--- config.mk ---
export PLATFORM = sky130hd
export DESIGN_NAME = prio_irq_ctrl
export DESIGN_NICKNAME = d
export VERILOG_FILES = /design/src/rtl/irqc_pkg.sv /design/src/rtl/irqc_sample.sv /design/src/rtl/irqc_select.sv /design/src/rtl/irqc_nest.sv /design/src/rtl/prio_irq_ctrl.sv
export SDC_FILE = /design/constraint.sdc
export NUM_CORES = 1
export LEC_CHECK = 0
export ABC_AREA = 1
export ABC_CLOCK_PERIOD_IN_PS = 2150
export BUFFER_PORTS_ARGS = -buffer_cell sky130_fd_sc_hd__buf_2
export CORE_MARGIN = 2
export CORE_UTILIZATION = 47
export DETAILED_ROUTE_END_ITERATION = 16
export PLACE_DENSITY = 0.84
export SYNTH_ARGS = -nofsm -noshare
export SYNTH_HDL_FRONTEND = slang
export SYNTH_SLANG_ARGS = --single-unit
--- constraint.sdc ---
create_clock -name clk -period 2.15 [get_ports clk]
set_input_delay 0.43 -clock clk [delete_from_list [all_inputs] [get_ports clk]]
set_output_delay 0.43 -clock clk [all_outputs]
set_load 0.01 [all_outputs]
--- src/rtl/irqc_pkg.sv ---
// Shared defaults, source indices and the level type for the interrupt arbiter.
package irqc_pkg;
    localparam int DEF_NSRC     = 7;
    localparam int DEF_VEC_W    = 8;
    localparam int DEF_VEC_BASE = 3;
    localparam int DEF_VEC_STEP = 8;

    // Polling positions whose flags hardware may clear on take
    localparam int IDX_EXT0 = 0;
    localparam int IDX_TMR0 = 1;
    localparam int IDX_EXT1 = 2;
    localparam int IDX_TMR1 = 3;

    typedef enum logic {
        LVL_LO = 1'b0,
        LVL_HI = 1'b1
    } lvl_e;
endpackage

--- src/rtl/irqc_sample.sv ---
// Captures the request flags at each machine-cycle strobe and raises a
// hold-off flag for the rest of any machine cycle that saw a return pulse
// or a settings write.
// Assumes mc_strobe is a single-clock pulse.
module irqc_sample #(
    parameter int NSRC = irqc_pkg::DEF_NSRC
) (
    input  logic            clk,
    input  logic            rst_n,
    input  logic            mc_strobe,
    input  logic [NSRC-1:0] flags_in,
    input  logic            reti,
    input  logic            cfg_wr,
    output logic [NSRC-1:0] snap,
    output logic            issue_block
);
    logic hold_q;

    // Flag capture point, once per machine cycle
    always_ff @(posedge clk) begin
        if (!rst_n)         snap <= '0;
        else if (mc_strobe) snap <= flags_in;
    end

    // Hold-off remembered until the strobe that closes the machine cycle
    always_ff @(posedge clk) begin
        if (!rst_n)               hold_q <= 1'b0;
        else if (mc_strobe)       hold_q <= 1'b0;
        else if (reti || cfg_wr)  hold_q <= 1'b1;
    end

    assign issue_block = hold_q | reti | cfg_wr;


    snap_hold_chk: assert property (@(posedge clk) disable iff (!rst_n)
        !mc_strobe |=> $stable(snap));
endmodule

--- src/rtl/irqc_select.sv ---
// Combinational two-level arbiter over the captured flags. It applies the
// masks and the in-service blocking, then prefers the high level and, within
// a level, the lowest index.
// Assumes bit order equals polling order.
module irqc_select #(
    parameter int NSRC  = irqc_pkg::DEF_NSRC,
    parameter int IDX_W = $clog2(NSRC)
) (
    input  logic             [NSRC-1:0]  snap,
    input  logic             [NSRC-1:0]  src_en,
    input  logic                         glb_en,
    input  logic             [NSRC-1:0]  src_hi,
    input  logic                         svc_hi,
    input  logic                         svc_lo,
    output logic                         win_valid,
    output irqc_pkg::lvl_e               win_lvl,
    output logic             [IDX_W-1:0] win_idx
);
    logic [NSRC-1:0] live, hi_set, lo_set, pick_set;

    assign live   = snap & src_en & {NSRC{glb_en}};
    assign hi_set = live & src_hi & {NSRC{!svc_hi}};
    assign lo_set = live & ~src_hi & {NSRC{!(svc_hi || svc_lo)}};

    // Level choice then fixed-order scan, lowest index last so it wins
    always_comb begin
        win_lvl   = (|hi_set) ? irqc_pkg::LVL_HI : irqc_pkg::LVL_LO;
        pick_set  = (|hi_set) ? hi_set : lo_set;
        win_valid = |pick_set;
        win_idx   = '0;
        for (int i = NSRC - 1; i >= 0; i--) begin
            if (pick_set[i]) win_idx = IDX_W'(i);
        end
    end
endmodule

--- src/rtl/irqc_nest.sv ---
// Two in-service bits, one per level. A take sets the bit of its level, and
// a return clears the high bit if set, otherwise the low bit.
// Assumes at most one take per clock.
module irqc_nest (
    input  logic           clk,
    input  logic           rst_n,
    input  logic           take,
    input  irqc_pkg::lvl_e take_lvl,
    input  logic           reti,
    output logic           svc_hi,
    output logic           svc_lo
);
    logic hi_n, lo_n;

    // Next nesting state: unwind first, then record the new entry
    always_comb begin
        hi_n = svc_hi;
        lo_n = svc_lo;
        if (reti) begin
            if (svc_hi) hi_n = 1'b0;
            else        lo_n = 1'b0;
        end
        if (take) begin
            if (take_lvl == irqc_pkg::LVL_HI) hi_n = 1'b1;
            else                              lo_n = 1'b1;
        end
    end

    // In-service registers
    always_ff @(posedge clk) begin
        if (!rst_n) begin
            svc_hi <= 1'b0;
            svc_lo <= 1'b0;
        end else begin
            svc_hi <= hi_n;
            svc_lo <= lo_n;
        end
    end


    reti_hi_chk: assert property (@(posedge clk) disable iff (!rst_n)
        reti && svc_hi && !take |=> !svc_hi && (svc_lo == $past(svc_lo)));

    reti_lo_chk: assert property (@(posedge clk) disable iff (!rst_n)
        reti && !svc_hi && !take |=> !svc_lo);

    hi_locks_chk: assert property (@(posedge clk) disable iff (!rst_n)
        take |-> !svc_hi);

    lo_no_nest_chk: assert property (@(posedge clk) disable iff (!rst_n)
        take && take_lvl == irqc_pkg::LVL_LO |-> !svc_lo);
endmodule

--- src/rtl/prio_irq_ctrl.sv ---
// Top of the two-level interrupt arbiter. It issues a held request with a
// vector at a machine-cycle strobe, completes it on the core's take, pulses
// the hardware-clear for the taken flag, and tracks nesting.
// Assumes vec_taken is only raised while irq_req is high.
module prio_irq_ctrl #(
    parameter int NSRC     = irqc_pkg::DEF_NSRC,
    parameter int VEC_W    = irqc_pkg::DEF_VEC_W,
    parameter int VEC_BASE = irqc_pkg::DEF_VEC_BASE,
    parameter int VEC_STEP = irqc_pkg::DEF_VEC_STEP
) (
    input  logic             clk,
    input  logic             rst_n,
    input  logic             mc_strobe,
    input  logic [NSRC-1:0]  req_flags,
    input  logic [1:0]       ext_edge,
    input  logic [NSRC-1:0]  src_en,
    input  logic             glb_en,
    input  logic [NSRC-1:0]  src_hi,
    input  logic             cfg_wr,
    input  logic             vec_taken,
    input  logic             reti,
    output logic             irq_req,
    output logic [VEC_W-1:0] irq_vec,
    output logic [NSRC-1:0]  clr_pulse,
    output logic             svc_hi,
    output logic             svc_lo
);
    localparam int IDX_W = $clog2(NSRC);

    logic [NSRC-1:0]  snap;
    logic             issue_block;
    logic             win_valid;
    irqc_pkg::lvl_e   win_lvl;
    logic [IDX_W-1:0] win_idx;
    logic [IDX_W-1:0] cur_idx;
    irqc_pkg::lvl_e   cur_lvl;
    logic [NSRC-1:0]  hw_clr_mask;
    logic [NSRC-1:0]  cur_onehot;
    logic             issue, take;

    irqc_sample #(.NSRC(NSRC)) u_sample (
        .clk(clk), .rst_n(rst_n), .mc_strobe(mc_strobe), .flags_in(req_flags),
        .reti(reti), .cfg_wr(cfg_wr), .snap(snap), .issue_block(issue_block)
    );

    irqc_select #(.NSRC(NSRC), .IDX_W(IDX_W)) u_select (
        .snap(snap), .src_en(src_en), .glb_en(glb_en), .src_hi(src_hi),
        .svc_hi(svc_hi), .svc_lo(svc_lo),
        .win_valid(win_valid), .win_lvl(win_lvl), .win_idx(win_idx)
    );

    irqc_nest u_nest (
        .clk(clk), .rst_n(rst_n), .take(take), .take_lvl(cur_lvl),
        .reti(reti), .svc_hi(svc_hi), .svc_lo(svc_lo)
    );

    // Which sources hardware clears on take
    for (genvar g = 0; g < NSRC; g++) begin : g_clr
        if (g == irqc_pkg::IDX_TMR0 || g == irqc_pkg::IDX_TMR1) begin : g_tmr
            assign hw_clr_mask[g] = 1'b1;
        end else if (g == irqc_pkg::IDX_EXT0) begin : g_ext0
            assign hw_clr_mask[g] = ext_edge[0];
        end else if (g == irqc_pkg::IDX_EXT1) begin : g_ext1
            assign hw_clr_mask[g] = ext_edge[1];
        end else begin : g_sw
            assign hw_clr_mask[g] = 1'b0;
        end
    end

    assign issue      = mc_strobe && !issue_block && !irq_req && win_valid;
    assign take       = irq_req && vec_taken;
    assign cur_onehot = NSRC'(1) << cur_idx;

    // Pending request register with its vector and origin
    always_ff @(posedge clk) begin
        if (!rst_n) begin
            irq_req <= 1'b0;
            irq_vec <= '0;
            cur_idx <= '0;
            cur_lvl <= irqc_pkg::LVL_LO;
        end else if (take) begin
            irq_req <= 1'b0;
        end else if (issue) begin
            irq_req <= 1'b1;
            irq_vec <= VEC_W'(VEC_BASE + VEC_STEP * int'(win_idx));
            cur_idx <= win_idx;
            cur_lvl <= win_lvl;
        end
    end

    // One-clock hardware clear of the taken flag
    always_ff @(posedge clk) begin
        if (!rst_n)    clr_pulse <= '0;
        else if (take) clr_pulse <= cur_onehot & hw_clr_mask;
        else           clr_pulse <= '0;
    end


    rise_on_strobe_chk: assert property (@(posedge clk) disable iff (!rst_n)
        $rose(irq_req) |-> $past(mc_strobe));

    hold_respect_chk: assert property (@(posedge clk) disable iff (!rst_n)
        $rose(irq_req) |-> !$past(issue_block));

    glb_gate_chk: assert property (@(posedge clk) disable iff (!rst_n)
        $rose(irq_req) |-> $past(glb_en));

    take_drops_req_chk: assert property (@(posedge clk) disable iff (!rst_n)
        irq_req && vec_taken |=> !irq_req);

    vec_hold_chk: assert property (@(posedge clk) disable iff (!rst_n)
        irq_req && !vec_taken |=> irq_req && $stable(irq_vec));

    clr_after_take_chk: assert property (@(posedge clk) disable iff (!rst_n)
        |clr_pulse |-> $past(irq_req && vec_taken));

    clr_single_chk: assert property (@(posedge clk) disable iff (!rst_n)
        $onehot0(clr_pulse));
endmodule

Word-level counts from Yosys, hierarchy flattened
Cells that the tools add are included.

Reductions and logical operators: 16. Div/mod/pow operators: 0. Order comparisons: 0. Shift-type cells: 1. Muxes and demuxes: 16. Add/subtract/negate cells: 1. $mul: 0. Bitwise logic cells: 12. Equality and inequality tests: 0.

Operator list (count): $and 7x7->7 (6); $mux 3 (7); $reduce_or 7->1 (2); $mux 1 (8); $add 2x6->7 const A (1); $and 7x4->7 (1); $mux 7 (1); $not 7->7 (1); $shl 1x3->7 const A (1); $logic_and 1x1->1 (4); $logic_not 1->1 (4); $reduce_and 2->1 (2); $reduce_or 2->1 (2); $logic_or 1x1->1 (2); $not 1->1 (2); $or 1x1->1 (2).

Input bits: 30. Output and inout bits: 18. Memory bits (writable): 0. Memories kept: 0. Logic and storage cells: 55. Register bits after elaboration: 30. ROM bits: 0. Latch bits: 0.

Longest topological paths before layout
Gate-level depths: netlist of the first run.

Depth in word-level cells: 14. Depth in mapped cells: 14.

By module
A second synthesis of the first run with hierarchy kept.

Cell total of the unflattened synthesis: 209. Area total of the unflattened synthesis: 1243.7 um^2.

By module, submodules not included: prio_irq_ctrl (cells each 64, sequential area each 200.2 um^2, instances 1, area each 461.7 um^2); irqc_select (cells each 81, sequential area each 0.0 um^2, instances 1, area each 362.8 um^2); irqc_sample (cells each 51, sequential area each 160.2 um^2, instances 1, area each 331.6 um^2); irqc_nest (cells each 13, sequential area each 40.0 um^2, instances 1, area each 87.6 um^2).

Worst setup path after synthesis of the first run
Ideal clock, no wire load.

Path type: register -> register. From: reg u_nest.svc_hi. To: reg cur_idx[1]. Arrival: 1536 ps. Path buffers: 2. Setup slack: 500 ps. Period minus slack after synthesis: 1650 ps. Cell stages (with the launch flop): 13. Library setup time: 113 ps. Cells stage by stage: dfxtp_1 -> buf_6 -> or2_1 -> buf_6 -> or2_0 -> o21ai_1 -> inv_1 -> nand2_1 -> nand2_2 -> nand2_4 -> nand2_1 -> inv_1 -> nor2_1.

Longest elaborated chain between the ends: 11. Elaborated cells between the ends (all ways): 17. Classes of those cells: mux (8); bitwise (2); reduce/logical (7).

RTL lines: start: declaration (RTL line irqc_nest.sv:10) `output logic svc_hi,`; start signal: assignment (RTL line irqc_nest.sv:35) `svc_hi <= hi_n;`; $logic_not 1->1 or $logic_or 1x1->1 (tied branches) (RTL line irqc_select.sv:22, irqc_select.sv:23); $and 7x7->7 or $logic_not 1->1 (tied branches) (RTL line irqc_select.sv:22, irqc_select.sv:23); $reduce_or 7->1 or $and 7x7->7 (tied branches) (RTL line irqc_select.sv:28, irqc_select.sv:23); $mux 7 (*) (RTL line irqc_select.sv:28) `pick_set = (|hi_set) ? hi_set : lo_set;`; $mux 3 (7 in series) (RTL line irqc_select.sv:32) `if (pick_set[i]) win_idx = IDX_W'(i);`; end signal: assignment (RTL line prio_irq_ctrl.sv:86) `cur_idx <= win_idx;`; end: declaration (RTL line prio_irq_ctrl.sv:35) `logic [IDX_W-1:0] cur_idx;`.

Every way passes the cells marked *; elsewhere a longest branch is shown, timed or not. A chain may end at the register's enable or synchronous reset.

Final worst setup path of the first run
Same ends and word-level chain as after synthesis.

==> metrics.cfg, run 1 <==
[outcome]
status=finished clean

[synth]
synth_edf_count=0
yosys_warnings=0
ys_seq_elements=20
synthCells=183
synth_cell_type_count=21
syn_area_per_cell_um2=6.167
synth_flop_cell=dfxtp_1
syn_area_mm2=0.001129
synth_seq_area_share=0.3548
synthArstFlopShare=0

[route]
ant_nets=0
vias=1156
firstDrtPassIters=4
routed_wl_um=2299
drcViolationCount=0
vias_per_cell=4.624
drt-initial-drc-count=18
wl_per_cell_um=9.196

[clock_network]
clkSlewWorstSetupHoldPaths_ns=0.12
cts_setup_buffers=0
clock_sinks=20
post_cts_resized=0
insertion_delay_ns=0.30
hold_buffers=0
clock_path_buffers=2
cts_htree_levels=1
cts_tree=done
cts_buffers=3
root_buffer=clkbuf_4

[worst_hold_path]
worstHoldStart=reti
min_path_cells=2
hold_path.class=input port to flop
hold_end=u_nest.svc_hi

[place]
hpwl_um=1862
placedInstanceArea_mm2=0.001305
pre_cts_ws_ns=0.2062
io_buffer_count=41
place_congestion=0.8348

[job]
drv_cap=0

[power_and_ir_drop]
p_comb_frac=0.157
clkPwrFrac=0.298
power_density_mw_per_mm2=536.9
p_switching_w=0.0001871
seqPwrFrac=0.545
ir_worst_vdd_v=0.0003171
swShare=0.2598
p_leak_nw=0.7683
p_int_w=0.0005331

[final_layout]
fin_util=0.6006
drive_above_1_share=0.2342
layout.nets=253
mostFrequentLayoutCell=nand2_1
multi_input_area_um2=581.8
layout_common_cells=nand2_1, buf_2, nor2_1
post-route-cell-area_mm2=0.001341
fillers=231
synthToLayoutAreaGrowth_pct=18.85
ff_latch_area_um2=400.4
diodes=0

[global_route]
grt_pass1_wl_um=4319
antenna_found_initial=0
grt_pass1_vias=1080
grt_max_degree=14
grt_overflow=0
grt_usage=0.2028

[timing]
setup-tns-final_ns=0
timing.fmax_ghz=0.5372
maxSlewViolCount=0
finalCritPeriodShare=0.8658
fin_crit_ns=1.861
finalHoldViolations=0
timing.hold.ws_ns=0.3344
rsz0062_at_grt=false
setup-violations-final=0
skew_ns=0.009235
setup_ws_ns=0.2885

[setup_path]
rr_worst_depth=13
r2r_end=cur_idx[1]
worstSetupPathType=flop to flop
rr_startpoint=u_nest.svc_hi
worstPathArrival_ns=2.06
cp-start-kind=flop
crit_path_max_fanout=9
cp.required_ns=2.35
ff2ff_setup_slack_ns=0.29
crit_path_end_kind=flop

[floorplan]
dieArea_mm2=0.002809
dieWidth_um=53
rows=17
ios=48
core-area_mm2=0.002233
initial_core_util=0.5053
die_h_um=53

## cells in the mapped netlist, types with 2 or more instances
master    number  area share
dfxtp_1       20        0.35
nand3_1       12       0.053
nor2_2         2       0.011
o31ai_1        2       0.013
buf_4          7       0.047
nand2_1       49        0.16
a21oi_2        2       0.016
a21oi_1        2      0.0089
inv_1         21       0.070
clkbuf_1       2      0.0067
o21ai_0        9       0.040
nor3_1         5       0.022
buf_6          2       0.020
nor2_1        40        0.13
o21ai_1        2      0.0089
## critical path, cell delays in order, from the launching register on
cell and delay, ns:
dfxtp_1 0.51, inv_1 0.11, nand2_1 0.08, nor2_1 0.06
nor2_2 0.24, nand2_1 0.11, o21ai_1 0.16, inv_1 0.05
nand2_1 0.08, nand2_2 0.09, nand2_4 0.11, nand2_1 0.06
inv_1 0.05, nor2_1 0.04
## flip-flops by register name, summed over array words and instances, names as in the netlist
register,flops
irq_req,1
u_sample.hold_q,1
u_sample.snap,7
u_nest.svc_lo,1
irq_vec,1
cur_idx,3
cur_lvl,1
clr_pulse,4
u_nest.svc_hi,1
## layer usage
| layer | global-route usage | routed length, um | vias up |
|---|---|---|---|
| met4 | 0.03846 | 13 | 0 |
| met2 | 0.3438 | 1073 | 24 |
| met3 | 0.04237 | 113 | 2 |
| met1 | 0.2651 | 1099 | 502 |
| li1 | - | - | 628 |
| met5 | 0 | 0 | - |
## logic make-up (layout without fill, tap and decap cells)
kind of cell | after synthesis | in the layout | share of synthesized area
buffers and inverters | 33 | 67 | 0.1463
other | 1 | 6 | 0.003323
and+or+nand+nor | 112 | 112 | 0.4091
DFF | 20 | 20 | 0.3548
AOI/OAI and AO/OA | 17 | 17 | 0.08647
## power groups by stage
stage                     Combinational [W]  Clock (W)  Sequential (W)
after floorplan                   0.0000779          0        0.000401
after global placement             0.000111          0        0.000400
after detailed placement           0.000112          0        0.000401
after CTS                          0.000113   0.000222        0.000392
after global routing               0.000132   0.000242        0.000395
final                              0.000113   0.000215        0.000392
## through the flow
step,total power [W],std cells
after detailed placement,0.0005131,246
after global routing,0.0007694,250
after global placement,0.0005111,246
after CTS,0.0007281,250
final,0.0007202,250
after floorplan,0.0004784,188
## worst max-delay path by stage
stage          slack (ns)    endpoint           from  cells past startpoint
2_1_floorplan        0.50  cur_idx[1]  u_nest.svc_hi                     12
3_3_place_gp         0.23  irq_vec[1]         glb_en                     14
3_5_place_dp         0.21  cur_idx[1]         glb_en                     15
4_1_cts              0.30  cur_idx[1]  u_nest.svc_hi                     13
5_1_grt              0.01  cur_idx[1]  u_nest.svc_hi                     13
6_report             0.29  cur_idx[1]  u_nest.svc_hi                     13
## cell type report
type,instances,share of cell area
sequential,20,0.2985
timing repair buffer,41,0.1530
multi-input combinational,135,0.4338
inverter,22,0.06157
clock buffer,4,0.02705
tap,28,0.02612
(Power assumes the default switching activity.)
==> inputs of run 2 (changes only) <==
--- a/config.mk
+++ b/config.mk
@@ -7,11 +7,11 @@
 export LEC_CHECK = 0
 export ABC_AREA = 1
 export ABC_CLOCK_PERIOD_IN_PS = 2150
-export BUFFER_PORTS_ARGS = -buffer_cell sky130_fd_sc_hd__buf_2
 export CORE_MARGIN = 2
-export CORE_UTILIZATION = 47
+export CORE_UTILIZATION = 60
 export DETAILED_ROUTE_END_ITERATION = 16
-export PLACE_DENSITY = 0.84
+export DONT_BUFFER_PORTS = 1
+export PLACE_DENSITY = 0.81
 export SYNTH_ARGS = -nofsm -noshare
 export SYNTH_HDL_FRONTEND = slang
 export SYNTH_SLANG_ARGS = --single-unit
==> run 2 against run 1 <==
Net effect: first-iteration DRC count rose by 56%; sequential cell count unchanged; sequential power increased by 1%; cell count shrank 18%; setup slack improved by 0.045 ns; sequential share of layout area is 5.6 points higher; final area down 15%.
==> metrics.cfg, run 2 (synthesis gave the netlist of run 1 again) <==
[setup_path]
r2r_end=cur_idx[1]
worstPathArrival_ns=2.03
rr_worst_depth=13
ff2ff_setup_slack_ns=0.33
worstSetupPathType=flop to flop
cp-start-kind=flop
rr_startpoint=u_nest.svc_hi
crit_path_max_fanout=9
crit_path_end_kind=flop
cp.required_ns=2.36

[floorplan]
die_h_um=47.37
core-area_mm2=0.001745
ios=48
rows=15
initial_core_util=0.6466
dieArea_mm2=0.002244
dieWidth_um=47.37

[global_route]
grt_pass1_wl_um=3636
grt_usage=0.2289
grt_pass1_vias=899
grt_max_degree=14
grt_overflow=0
antenna_found_initial=0

[worst_hold_path]
hold_path.class=input port to flop
worstHoldStart=mc_strobe
min_path_cells=1
hold_end=u_sample.hold_q

[final_layout]
fillers=180
mostFrequentLayoutCell=nand2_1
layout.nets=212
drive_above_1_share=0.06630
ff_latch_area_um2=401.6
fin_cells=206
fin_util=0.6495
largest_reg_flops=7
layout_common_cells=nand2_1, nor2_1, inv_1
diodes=0
top_register=u_sample.snap
reg.largest.list=u_sample.snap (7), clr_pulse (4), cur_idx (3)
synthToLayoutAreaGrowth_pct=0.4437
multi_input_area_um2=581.8

[power_and_ir_drop]
ir_worst_vdd_v=0.0005136
p_switching_w=0.0001763
p_int_w=0.0005127
power.total_w=0.0006890
p_leak_nw=0.5882
seqPwrFrac=0.574
swShare=0.2559
power_density_mw_per_mm2=607.8
p_comb_frac=0.112
clkPwrFrac=0.314

[clock_network]
root_buffer=clkbuf_4
clock_path_buffers=2
cts_htree_levels=1
clock_sinks=20
clkSlewWorstSetupHoldPaths_ns=0.11
cts_buffers=3
cts_tree=done
hold_buffers=0
insertion_delay_ns=0.30

[timing]
finalHoldViolations=0
finalCritPeriodShare=0.8449
fin_crit_ns=1.817
timing.fmax_ghz=0.5505
skew_ns=0.01022
maxSlewViolCount=0
setup-tns-final_ns=0
setup-violations-final=0
rsz0062_at_grt=false
timing.hold.ws_ns=0.2053

[route]
wl_per_cell_um=11.20
firstDrtPassIters=6
vias_per_cell=5.034
vias=1037
drt-initial-drc-count=28
drcViolationCount=0
ant_nets=0
routed_wl_um=2307

[outcome]
status=finished clean

[place]
place_inst=202
place_congestion=0.8444
hpwl_um=1897
io_buffer_count=0

[job]
drv_cap=0

==> run 2: changes by cell type in the layout (fill, tap and decap cells not counted), sizes merged <==
cell,change
buf,-41
==> run 2: how the worst max path moves through the flow <==
stage / start / to / depth (start not counted)
global placement: u_nest.svc_hi / cur_idx[1] / 13
finish: u_nest.svc_hi / cur_idx[1] / 13
detailed placement: u_nest.svc_hi / cur_idx[1] / 13
global route: u_nest.svc_hi / cur_idx[1] / 13
floorplan: u_nest.svc_hi / cur_idx[1] / 12
CTS: u_nest.svc_hi / cur_idx[1] / 13
==> run 2: layout make-up <==
class,instances,share of cell area
Multi-Input combinational cell,135,0.5132
Sequential cell,20,0.3543
Inverter,22,0.07285
Clock buffer,4,0.03201
Tap cell,25,0.02759
==> run 2: what timing repair did <==
action                     4_1_cts  5_1_grt
hold endpoints to repair         0        0
setup endpoints to repair        0        5
gates resized for setup          0        1
buffers inserted                 0        0
==> run 2: worst max-delay path, cell delays in order (launching register included) <==
cell and delay (ns):
dfxtp_2 0.47, inv_1 0.11, nand2_1 0.08, nor2_1 0.06
nor2_2 0.23, nand2_1 0.13, o21ai_1 0.17, inv_1 0.06
nand2_1 0.07, nand2_2 0.09, nand2_4 0.11, nand2_1 0.06
inv_1 0.05, nor2_1 0.03
==> run 2: through the flow <==
stage	worst slack [ns]	instance area, um^2
finish	0.3334	1134
global route	0.09662	1134
CTS	0.1613	1132
detailed placement	0.1830	1096
global placement	0.2099	1096
floorplan	0.5005	1147
==> run 2: per-layer routing <==
layer	up-vias	GRT usage	routed length, um
li1	543	-	-
met1	458	0.2860	988
met2	36	0.3784	1149
met3	0	0.08077	168
met4	0	0.05000	0
met5	-	0	0
==> run 2: power by group through the flow <==
stage                     clock network [W]  registers, W  logic (W)
final                              0.000216      0.000396  0.0000771
after global placement                    0      0.000404  0.0000729
after floorplan                           0      0.000401  0.0000779
after CTS                          0.000222      0.000395  0.0000771
after detailed placement                  0      0.000404  0.0000761
after global routing               0.000234      0.000397  0.0000890
==> inputs of run 3 (changes only) <==
--- a/config.mk
+++ b/config.mk
@@ -5,13 +5,13 @@
 export SDC_FILE = /design/constraint.sdc
 export NUM_CORES = 1
 export LEC_CHECK = 0
-export ABC_AREA = 1
-export ABC_CLOCK_PERIOD_IN_PS = 2150
+export ABC_AREA = 0
+export ABC_CLOCK_PERIOD_IN_PS = 1500
 export CORE_MARGIN = 2
-export CORE_UTILIZATION = 60
+export CORE_UTILIZATION = 55
 export DETAILED_ROUTE_END_ITERATION = 16
 export DONT_BUFFER_PORTS = 1
-export PLACE_DENSITY = 0.81
+export PLACE_DENSITY = 0.78
 export SYNTH_ARGS = -nofsm -noshare
 export SYNTH_HDL_FRONTEND = slang
 export SYNTH_SLANG_ARGS = --single-unit
==> constraint.sdc (replaced) <==
create_clock -name clk -period 1.5 [get_ports clk]
set_input_delay 0.3 -clock clk [delete_from_list [all_inputs] [get_ports clk]]
set_output_delay 0.3 -clock clk [all_outputs]
set_load 0.01 [all_outputs]
==> run 3 against run 2 <==
Net effect: largest cell class unchanged; sequential cell count unchanged; worst hold slack worse by 0.15 ns; the flow now finishes with violations (negative setup slack); area after synthesis up 1.3%; critical path type unchanged.
==> metrics.cfg, run 3 <==
[route]
drcViolationCount=0
wl_per_cell_um=17.22
ant_nets=0
firstDrtPassIters=4
drt-initial-drc-count=27
vias=1141
routed_wl_um=3151
vias_per_cell=6.235

[timing]
maxSlewViolCount=0
timing.hold.ws_ns=0.05198
timing.fmax_ghz=0.4713
setup-violations-final=6
setup_ws_ns=-0.6216
skew_ns=0.004202
finalCritPeriodShare=1.414
setup-tns-final_ns=-3.306
rsz0062_at_grt=true
fin_crit_ns=2.122
finalHoldViolations=0

[final_layout]
largest_reg_flops=7
layout.nets=187
mostFrequentLayoutCell=buf_4
reg.largest.list=u_sample.snap (7), clr_pulse (4), cur_idx (3)
drive_above_1_share=0.3333
top_register=u_sample.snap
layout_common_cells=buf_4, dfxtp_1, nand2_1
synthToLayoutAreaGrowth_pct=25.60
diodes=0
fillers=159

[synth]
synthCells=126
synthXorXnorAreaFrac=0
synth_top_area_share=0.3501
synth_commonest_cells=dfxtp_1, nand2_1, nor2_1
yosys_warnings=0
synthMuxAreaShare=0.07877
synth_flop_cell=dfxtp_1
synthArstFlopShare=0
synth.most_common_cell=dfxtp_1
syn_area_mm2=0.001144
yosys.area_share.simple=0.2724
synth_cell_type_count=47
synth_edf_count=0
synth_compound_area_frac=0.2133
syn_area_per_cell_um2=9.076
ys_seq_elements=20
yosys-top-cells-area=dfxtp_1, mux2i_1, buf_4
yosys.area.top_type=dfxtp_1
synth_top_family_by_area=simple AND/OR/NAND/NOR gates
synth_seq_area_share=0.3501
synthAdderAreaFrac=0

[clock_network]
clock_sinks=20
cts_tree=done
hold_buffers=0
cts_buffers=3
clkSlewWorstSetupHoldPaths_ns=0.12
root_buffer=clkbuf_4
clock_path_buffers=2
insertion_delay_ns=0.31
cts_htree_levels=1

[setup_path]
path_buf_inv=0
cp.required_ns=1.75
crit_path_max_fanout=6
rr_startpoint=u_nest.svc_hi
cp_top_family=compound AO/OA/AOI/OAI gates
worst_path_max_delay_cell=o41a_1
cp_slowest_stage_delay_ns=0.42
crit_path_end_kind=flop
r2r_end=cur_lvl
worstSetupPathType=flop to flop
worstPathArrival_ns=2.37
rr_worst_depth=7
ff2ff_setup_slack_ns=-0.62
crit_chain=and4b_2 -> a22oi_4 -> nand3_4 -> o41a_1 -> a31o_1 -> a221oi_2 -> o21bai_2
cp-start-kind=flop

[outcome]
status=finished, violations left
violations=negative setup slack

[global_route]
grt_overflow=0
grt_pass1_wl_um=5043
antenna_found_initial=0
grt_max_degree=13
grt_usage=0.2623
grt_pass1_vias=1191

[floorplan]
ios=48
initial_core_util=0.5829
die_h_um=49.60
rows=16
dieArea_mm2=0.002460
dieWidth_um=49.60
core-area_mm2=0.001962

[worst_hold_path]
worstHoldStart=mc_strobe
min_path_cells=1
hold_path.class=input port to flop
hold_end=u_sample.hold_q

[place]
io_buffer_count=0
hpwl_um=2357
place_congestion=0.9201

[power_and_ir_drop]
power_density_mw_per_mm2=760.4
ir_worst_vdd_v=0.0006958
p_leak_nw=0.6424

[job]
drv_cap=0

==> run 3: changes by cell type in the layout (fill, tap and decap cells not counted), moves of 7 or more <==
cell / previous run / this run
o21ai_0: 9 / 2
buf_4: 0 / 32
nor2_1: 40 / 10
mux2i_1: 0 / 9
nand3_1: 12 / 2
inv_1: 21 / 5
nand2_1: 49 / 13
==> run 3: per-stage QoR <==
step | area, um^2 | instances | utilization | setup slack, ns | power [W]
global placement | 1326 | 173 | 0.6760 | -0.4905 | 0.0006989
floorplan | 1172 | 131 | - | -0.4538 | 0.0006746
detailed placement | 1326 | 173 | 0.6760 | -0.5704 | 0.0007049
global route | 1436 | 183 | 0.7321 | -0.7051 | 0.001136
CTS | 1410 | 181 | 0.7188 | -0.5485 | 0.001083
finish | 1436 | 183 | 0.7321 | -0.6216 | 0.001092
==> run 3: where the power goes <==
group          switching (W)  internal (W)  total (W)  leakage (nW)
clock               0.000180      0.000203   0.000383        0.0261
sequential         0.0000119      0.000545   0.000557         0.164
combinational      0.0000736     0.0000787   0.000152         0.453
==> run 3: worst register-to-register path: stages (launching register included) <==
cell	delay [ns]
dfxtp_4	0.39
and4b_2	0.27
a22oi_4	0.21
nand3_4	0.13
o41a_1	0.42
a31o_1	0.27
a221oi_2	0.23
o21bai_2	0.15
==> run 3: cells by family (layout without fill, tap and decap cells) <==
| group | Yosys count | after routing |
|---|---|---|
| simple gates | 55 | 55 |
| other cells | 1 | 6 |
| buf+inv | 16 | 41 |
| flops | 20 | 20 |
| mux | 9 | 9 |
| compound gates | 25 | 25 |
==> run 3: timing repair <==
action / 4_1_cts / 5_1_grt
buffers inserted: 4 / 2
gates resized for setup: 2 / 3
pin swaps: 2 / 1
endpoints found under the setup margin: 6 / 6
==> run 3: area by class of cell <==
cell class,count,area (um^2),share of cell area
tap,27,33.78,0.02352
timing repair buffer,32,240.2,0.1672
sequential,20,404.1,0.2814
inverter,5,18.77,0.01307
clock buffer,4,47.55,0.03310
multi-input combinational,95,691.9,0.4817
==> run 3: routing by layer <==
metal | global-route usage | vias to the layer above | share of wire
li1 | - | 519 | -
met1 | 0.2892 | 551 | 0.39
met2 | 0.4844 | 63 | 0.51
met3 | 0.06061 | 8 | 0.082
met4 | 0.09259 | 0 | 0.022
met5 | 0 | - | 0
==> run 3: how the worst max path moves through the flow <==
stage                  startpoint      end  depth (start not counted)
finish              u_nest.svc_hi  cur_lvl                          7
global route        u_nest.svc_hi  cur_lvl                          7
CTS                 u_nest.svc_hi  cur_lvl                          7
detailed placement         glb_en  cur_lvl                          8
global placement           glb_en  cur_lvl                          8
floorplan           u_nest.svc_hi  cur_lvl                          7
